File: src/rtl/sxw_pkg.sv
package sxw_pkg;

    typedef enum logic [1:0] {
        FLT_NONE   = 2'd0,
        FLT_XLATE  = 2'd1,
        FLT_DOMAIN = 2'd2,
        FLT_PERM   = 2'd3
    } fault_e;

    typedef enum logic [1:0] {
        ST_IDLE,
        ST_ISSUE,
        ST_WAIT,
        ST_DONE
    } walk_state_e;

    typedef struct packed {
        fault_e fault;
        logic   cacheable;
        logic   bufferable;
    } xlate_attr_t;

    localparam logic [1:0] DESC_TYPE_SECTION = 2'b10;
    localparam logic [1:0] DOM_MANAGER       = 2'b11;
    localparam logic [1:0] DOM_CLIENT        = 2'b01;
    localparam logic [1:0] AP_ALLOW          = 2'b11;

    localparam logic [1:0] CFG_SEL_BASE = 2'd0;
    localparam logic [1:0] CFG_SEL_CTRL = 2'd1;
    localparam logic [1:0] CFG_SEL_DOM  = 2'd2;

endpackage

File: src/rtl/sxw_cfg_regs.sv
module sxw_cfg_regs
    import sxw_pkg::*;
#(
    parameter int ADDR_W  = 32,
    parameter int ALIGN_W = 14,
    parameter int NUM_DOM = 16
) (
    input  logic                 clk,
    input  logic                 rst_n,
    input  logic                 wr_en,
    input  logic [1:0]           wr_sel,
    input  logic [ADDR_W-1:0]    wr_data,
    output logic [ADDR_W-1:0]    tbase,
    output logic                 xlate_en,
    output logic [2*NUM_DOM-1:0] dom_ctrl
);
    localparam int DOM_W = 2 * NUM_DOM;

    logic [ADDR_W-ALIGN_W-1:0] base_hi_q;
    logic                      en_q;
    logic [DOM_W-1:0]          dom_q;

    logic unused_wr_low;
    assign unused_wr_low = ^wr_data[ALIGN_W-1:1];

    // select 3 falls through and leaves every register untouched
    always_ff @(posedge clk) begin
        if (!rst_n) begin
            base_hi_q <= '0;
            en_q      <= 1'b0;
            dom_q     <= '0;
        end else if (wr_en) begin
            unique case (wr_sel)
                CFG_SEL_BASE: base_hi_q <= wr_data[ADDR_W-1:ALIGN_W];
                CFG_SEL_CTRL: en_q      <= wr_data[0];
                CFG_SEL_DOM:  dom_q     <= wr_data[DOM_W-1:0];
                default:      ;
            endcase
        end
    end

    assign tbase    = {base_hi_q, {ALIGN_W{1'b0}}};
    assign xlate_en = en_q;
    assign dom_ctrl = dom_q;

endmodule

File: src/rtl/sxw_sect_decode.sv
module sxw_sect_decode
    import sxw_pkg::*;
#(
    parameter int ADDR_W  = 32,
    parameter int SECT_W  = 20,
    parameter int NUM_DOM = 16
) (
    input  logic [ADDR_W-1:0]    desc,
    input  logic [ADDR_W-1:0]    vaddr,
    input  logic [2*NUM_DOM-1:0] dom_ctrl,
    output logic [ADDR_W-1:0]    paddr,
    output xlate_attr_t          attr
);
    localparam int DOM_IDX_W = $clog2(NUM_DOM);
    localparam int DOM_LSB   = 5;
    localparam int AP_LSB    = 10;

    logic [DOM_IDX_W-1:0] dom_idx;
    logic [1:0]           dom_field;
    logic [1:0]           ap;
    fault_e               fault;

    logic unused_desc;
    assign unused_desc = ^{desc[SECT_W-1:AP_LSB+2], desc[AP_LSB-1:DOM_LSB+DOM_IDX_W], desc[4]};

    assign dom_idx   = desc[DOM_LSB +: DOM_IDX_W];
    assign dom_field = dom_ctrl[{dom_idx, 1'b0} +: 2];
    assign ap        = desc[AP_LSB +: 2];

    always_comb begin
        if (desc[1:0] != DESC_TYPE_SECTION) begin
            fault = FLT_XLATE;
        end else begin
            unique case (dom_field)
                DOM_MANAGER: fault = FLT_NONE;
                DOM_CLIENT:  fault = (ap == AP_ALLOW) ? FLT_NONE : FLT_PERM;
                default:     fault = FLT_DOMAIN;
            endcase
        end
    end

    always_comb begin
        attr.fault = fault;
        if (fault == FLT_NONE) begin
            paddr           = {desc[ADDR_W-1:SECT_W], vaddr[SECT_W-1:0]};
            attr.cacheable  = desc[3];
            attr.bufferable = desc[2];
        end else begin
            paddr           = '0;
            attr.cacheable  = 1'b0;
            attr.bufferable = 1'b0;
        end
    end

endmodule

File: src/rtl/sxw_walk_fsm.sv
module sxw_walk_fsm
    import sxw_pkg::*;
#(
    parameter int ADDR_W = 32,
    parameter int SECT_W = 20
) (
    input  logic              clk,
    input  logic              rst_n,
    input  logic              xlate_en,
    input  logic [ADDR_W-1:0] tbase,
    input  logic              req_valid,
    output logic              req_ready,
    input  logic [ADDR_W-1:0] req_vaddr,
    output logic              mem_rd_valid,
    input  logic              mem_rd_ready,
    output logic [ADDR_W-1:0] mem_rd_addr,
    input  logic              mem_rsp_valid,
    input  logic [ADDR_W-1:0] mem_rsp_data,
    output logic              res_valid,
    output logic [ADDR_W-1:0] cur_vaddr,
    output logic [ADDR_W-1:0] cur_desc,
    output logic              cur_bypass
);
    localparam int IDX_W = ADDR_W - SECT_W;
    localparam int PAD_W = ADDR_W - IDX_W - 2;

    walk_state_e       state_q, state_nx;
    logic [ADDR_W-1:0] va_q;
    logic [ADDR_W-1:0] desc_q;
    logic              byp_q;

    always_comb begin
        state_nx = state_q;
        unique case (state_q)
            ST_IDLE:  if (req_valid)     state_nx = xlate_en ? ST_ISSUE : ST_DONE;
            ST_ISSUE: if (mem_rd_ready)  state_nx = ST_WAIT;
            ST_WAIT:  if (mem_rsp_valid) state_nx = ST_DONE;
            ST_DONE:                     state_nx = ST_IDLE;
            default:                     state_nx = ST_IDLE;
        endcase
    end

    always_ff @(posedge clk) begin
        if (!rst_n) begin
            state_q <= ST_IDLE;
            va_q    <= '0;
            desc_q  <= '0;
            byp_q   <= 1'b0;
        end else begin
            state_q <= state_nx;
            if (state_q == ST_IDLE && req_valid) begin
                va_q  <= req_vaddr;
                byp_q <= !xlate_en;
            end
            if (state_q == ST_WAIT && mem_rsp_valid) begin
                desc_q <= mem_rsp_data;
            end
        end
    end

    always_comb begin
        req_ready    = (state_q == ST_IDLE);
        mem_rd_valid = (state_q == ST_ISSUE);
        res_valid    = (state_q == ST_DONE);
        mem_rd_addr  = tbase + {{PAD_W{1'b0}}, va_q[ADDR_W-1:SECT_W], 2'b00};
        cur_vaddr    = va_q;
        cur_desc     = desc_q;
        cur_bypass   = byp_q;
    end

endmodule

File: src/rtl/sect_xlate_walker.sv
module sect_xlate_walker
    import sxw_pkg::*;
#(
    parameter int ADDR_W  = 32,
    parameter int SECT_W  = 20,
    parameter int ALIGN_W = 14,
    parameter int NUM_DOM = 16
) (
    input  logic              clk,
    input  logic              rst_n,
    input  logic              cfg_wr_en,
    input  logic [1:0]        cfg_wr_sel,
    input  logic [ADDR_W-1:0] cfg_wr_data,
    input  logic              req_valid,
    output logic              req_ready,
    input  logic [ADDR_W-1:0] req_vaddr,
    output logic              mem_rd_valid,
    input  logic              mem_rd_ready,
    output logic [ADDR_W-1:0] mem_rd_addr,
    input  logic              mem_rsp_valid,
    input  logic [ADDR_W-1:0] mem_rsp_data,
    output logic              res_valid,
    output logic [ADDR_W-1:0] res_paddr,
    output logic [1:0]        res_fault_code,
    output logic              res_cacheable,
    output logic              res_bufferable
);
    logic [ADDR_W-1:0]    tbase;
    logic                 xlate_en;
    logic [2*NUM_DOM-1:0] dom_ctrl;
    logic [ADDR_W-1:0]    cur_vaddr;
    logic [ADDR_W-1:0]    cur_desc;
    logic                 cur_bypass;
    logic [ADDR_W-1:0]    dec_paddr;
    xlate_attr_t          dec_attr;

    sxw_cfg_regs #(
        .ADDR_W (ADDR_W),
        .ALIGN_W(ALIGN_W),
        .NUM_DOM(NUM_DOM)
    ) u_cfg (
        .clk     (clk),
        .rst_n   (rst_n),
        .wr_en   (cfg_wr_en),
        .wr_sel  (cfg_wr_sel),
        .wr_data (cfg_wr_data),
        .tbase   (tbase),
        .xlate_en(xlate_en),
        .dom_ctrl(dom_ctrl)
    );

    sxw_walk_fsm #(
        .ADDR_W(ADDR_W),
        .SECT_W(SECT_W)
    ) u_fsm (
        .clk          (clk),
        .rst_n        (rst_n),
        .xlate_en     (xlate_en),
        .tbase        (tbase),
        .req_valid    (req_valid),
        .req_ready    (req_ready),
        .req_vaddr    (req_vaddr),
        .mem_rd_valid (mem_rd_valid),
        .mem_rd_ready (mem_rd_ready),
        .mem_rd_addr  (mem_rd_addr),
        .mem_rsp_valid(mem_rsp_valid),
        .mem_rsp_data (mem_rsp_data),
        .res_valid    (res_valid),
        .cur_vaddr    (cur_vaddr),
        .cur_desc     (cur_desc),
        .cur_bypass   (cur_bypass)
    );

    sxw_sect_decode #(
        .ADDR_W (ADDR_W),
        .SECT_W (SECT_W),
        .NUM_DOM(NUM_DOM)
    ) u_dec (
        .desc    (cur_desc),
        .vaddr   (cur_vaddr),
        .dom_ctrl(dom_ctrl),
        .paddr   (dec_paddr),
        .attr    (dec_attr)
    );

    always_comb begin
        if (cur_bypass) begin
            res_paddr      = cur_vaddr;
            res_fault_code = FLT_NONE;
            res_cacheable  = 1'b0;
            res_bufferable = 1'b0;
        end else begin
            res_paddr      = dec_paddr;
            res_fault_code = dec_attr.fault;
            res_cacheable  = dec_attr.cacheable;
            res_bufferable = dec_attr.bufferable;
        end
    end

endmodule

File: config.mk
export PLATFORM = sky130hd
export DESIGN_NAME = sect_xlate_walker
export DESIGN_NICKNAME = d
export VERILOG_FILES = /design/src/rtl/sxw_pkg.sv /design/src/rtl/sxw_cfg_regs.sv /design/src/rtl/sxw_sect_decode.sv /design/src/rtl/sxw_walk_fsm.sv /design/src/rtl/sect_xlate_walker.sv
export SDC_FILE = /design/constraint.sdc
export NUM_CORES = 1
export LEC_CHECK = 0
export BUFFER_PORTS_ARGS = -buffer_cell sky130_fd_sc_hd__buf_2
export CORE_ASPECT_RATIO = 0.9
export CORE_MARGIN = 2
export CORE_UTILIZATION = 45
export DETAILED_ROUTE_END_ITERATION = 12
export HOLD_SLACK_MARGIN = 0.02
export PLACE_DENSITY = 0.83
export SYNTH_ARGS = -nofsm -noshare
export SYNTH_HDL_FRONTEND = slang
export SYNTH_SLANG_ARGS = --single-unit
File: constraint.sdc
create_clock -name clk -period 7.1 [get_ports clk]
set_clock_uncertainty 0.05 [all_clocks]
set_input_delay 1.775 -clock clk [delete_from_list [all_inputs] [get_ports clk]]
set_output_delay 1.775 -clock clk [all_outputs]
set_load 0.02 [all_outputs]
==> impl_metrics.tcl <==
set metrics [dict create \
    critical-path-slowest-cell "dfxtp_1" \
    multi_input_area_um2 2580 \
    synth_xor_area_share_pct 0 \
    slew_viol_final 0 \
    initial_core_util_pct 46.4 \
    max_freq_mhz 208 \
    io_pins 175 \
    relSlewSlack_pct 20.3 \
    crit_required_ns 5.28 \
    seqPwrFrac_pct 43.6 \
    drv_cap 0 \
    ys_seq_area_share_pct 42.7 \
    clock_latency_ns 0.34 \
    worstMarginPinSlew_ns 1.19 \
    netlist_area_um2 5060 \
    synth.distinct_cells 32 \
    drtPass1Iterations 4 \
    postRouteAntennaNets 0 \
    die_h_um 105 \
    p_leak_uw 0.00249 \
    hold_class "flip-flop to flip-flop" \
    portBuffers 162 \
    path_class "flip-flop to output pin" \
    wl_mm 12.4 \
    path_buf_inv 2 \
    max_stage_delay_ns 0.72 \
    finalSetupViolCount 0 \
    drt_iter0_markers 442 \
    hold_viol 0 \
    p_int_uw 1130 \
    endpoint_kind "output pin" \
    rsz0062_at_grt "no" \
    worst_setup_path_start_kind "flip-flop" \
    vdd_drop_max_v 0.000136 \
    period_share_pct 67.6 \
    grt_pass1_vias 4181 \
    core.rowCount 36 \
    cts_setup_buffers 0 \
    fin_nets 866 \
    clock_path_buffers 2 \
    worstPathArrival_ns 2.98 \
    final_cell_mix "nand2_1 (278), buf_2 (162), dfxtp_1 (108)" \
    finalCoreUtilization_pct 56.3 \
    gp_congestion 0.798 \
    dpl.cell_count 899 \
    cts_made_buffers 9 \
    cts-root-buf "clkbuf_16" \
    grt-ovfl-total 0 \
    synthMuxAreaShare_pct 4.13 \
    layout_commonest_cell "nand2_1" \
    clockPowerShare_pct 33.3 \
    htree_levels 3 \
    drive_gt1_share_pct 25.7 \
    pwr_density_cell_nw_per_um2 269 \
    syn_inst 642 \
    grt_pass1_wl_mm 20.3 \
    synth-simple-area-share_pct 23.6 \
    finalCriticalPeriod_ns 4.80 \
    stdcell_count 916 \
    path_cells "mux4_2 > mux2_2 > a222oi_1 > buf_4 > o2bb2ai_1 > buf_2" \
    ctsResizeCount 0 \
    synth_compound_area_share_pct 22.0 \
    track_usage_pct 20.4 \
    status "completed" \
    postSynthAreaPerCell_um2 7.89 \
    cts.sinks 108 \
    p_comb_share_pct 23.1 \
    vias 4559 \
    clk_pin_slew_ns 0.07 \
    tns_ns 0 \
    wire_per_inst_um 13.5 \
    drc 0 \
    synth-adder-area-share_pct 0.989 \
    synth_top_family_by_area "simple AND/OR/NAND/NOR gates" \
    vias_per_cell 4.98 \
    swShare_pct 31.8 \
    dp.final_hpwl_mm 8.52 \
    hold_ws_ns 0.414 \
    yosys_warnings 0 \
    antenna_found_initial 1 \
    ctsHoldBuffers 0 \
    core_um2 10900 \
    seq_area_um2 2160 \
    fillCellCount 1043 \
    worstPathMaxFanout 36 \
    critical-path-top-delay-family "multiplexers" \
    grt_max_degree 109 \
    tritoncts "done" \
    die_w_um 116 \
    ys_ff_latch 108 \
    p_sw_uw 525 \
    area_delta_synth_final_pct 21.3 \
    dieArea_um2 12100 \
]
synth_stat cells:
cell type | number | area [um^2]
a21boi_0 | 104 | 781
a221oi_1 | 2 | 17.5
a222oi_1 | 1 | 10.0
a22o_1 | 2 | 17.5
and2_0 | 1 | 6.26
and2_1 | 2 | 12.5
and3b_1 | 1 | 8.76
buf_2 | 2 | 10.0
buf_4 | 17 | 128
buf_6 | 1 | 11.3
clkbuf_1 | 44 | 165
conb_1 | 1 | 3.75
dfxtp_1 | 108 | 2160
ha_1 | 4 | 50.1
inv_1 | 5 | 18.8
mux2_2 | 1 | 11.3
mux2i_1 | 4 | 40.0
mux4_2 | 7 | 158
nand2_1 | 278 | 1040
nand2b_1 | 1 | 6.26
nand3b_1 | 2 | 15.0
nor2_1 | 3 | 11.3
nor2_2 | 1 | 6.26
nor2b_1 | 7 | 43.8
nor3_1 | 3 | 15.0
nor3b_1 | 2 | 15.0
o211a_1 | 2 | 20.0
o21a_1 | 1 | 7.51
o21ba_2 | 1 | 10.0
o2bb2ai_1 | 1 | 8.76
o31ai_1 | 32 | 240
or3b_2 | 1 | 8.76
tightest hold or removal path: stages (launching register included):
cell      delay [ns]
dfxtp_1         0.31
nand2_1         0.04
a21boi_0        0.06
through the flow:
| stage | total power [uW] | worst slack, ns | area (um^2) |
|---|---|---|---|
| CTS | 1660 | 2.19 | 6140 |
| floorplan | 1020 | 3.26 | 5070 |
| global route | 1740 | 2.00 | 6140 |
| detailed placement | 1120 | 2.56 | 5800 |
| finish | 1650 | 2.30 | 6140 |
| global placement | 1110 | 2.66 | 5800 |
registers in the layout, indices dropped and copies added (netlist names):
signal            cells
u_fsm.cur_bypass      1
u_fsm.cur_desc       22
u_cfg.xlate_en        1
u_cfg.base_hi_q      18
u_fsm.state_q         2
u_cfg.dom_ctrl       32
u_fsm.cur_vaddr      32
routing by layer:
| metal | vias up | global-route usage (%) | part of all wire [%] |
|---|---|---|---|
| li1 | 2326 | - | - |
| met5 | - | 0 | 0 |
| met4 | 0 | 5.36 | 1.0 |
| met3 | 11 | 5.34 | 7.6 |
| met1 | 2069 | 27.1 | 45 |
| met2 | 153 | 32.8 | 47 |
path summary, 6_finish.rpt:
| check | start | endpoint | slack, ns | cells past startpoint |
|---|---|---|---|---|
| worst max-delay path | u_fsm.cur_desc[5] | res_fault_code[0] | 2.30 | 6 |
| worst max register to register | u_fsm.state_q[0] | u_fsm.cur_vaddr[18] | 5.04 | 5 |
| worst min-delay path | u_cfg.base_hi_q[14] | u_cfg.base_hi_q[14] | 0.41 | 2 |
| worst min register to register | u_cfg.base_hi_q[14] | u_cfg.base_hi_q[14] | 0.41 | 2 |
final cells by class:
class                           instances  area share [%]
Tap cell                              152            3.10
Clock buffer                           10            3.89
Timing Repair Buffer                  168            13.9
Antenna cell                            1          0.0407
Multi-Input combinational cell        466            42.0
Inverter                                5           0.306
Sequential cell                       108            35.2
Clock inverter                          6            1.57
power groups by stage:
stage | sequential, uW | combinational [uW] | clock [uW]
finish | 720 | 381 | 550
global placement | 731 | 379 | 0
global route | 730 | 425 | 583
floorplan | 719 | 298 | 0
detailed placement | 735 | 384 | 0
CTS | 720 | 385 | 560
cells by family (layout without fill, tap and decap cells):
| family | after synthesis | in the layout |
|---|---|---|
| AOI/OAI and AO/OA | 146 | 146 |
| adders and majority gates | 4 | 4 |
| buffers and inverters | 69 | 189 |
| DFF | 108 | 108 |
| muxes | 12 | 12 |
| other | 1 | 3 |
| and+or+nand+nor | 302 | 302 |
No activity file was read; power rests on OpenSTA's default activity.
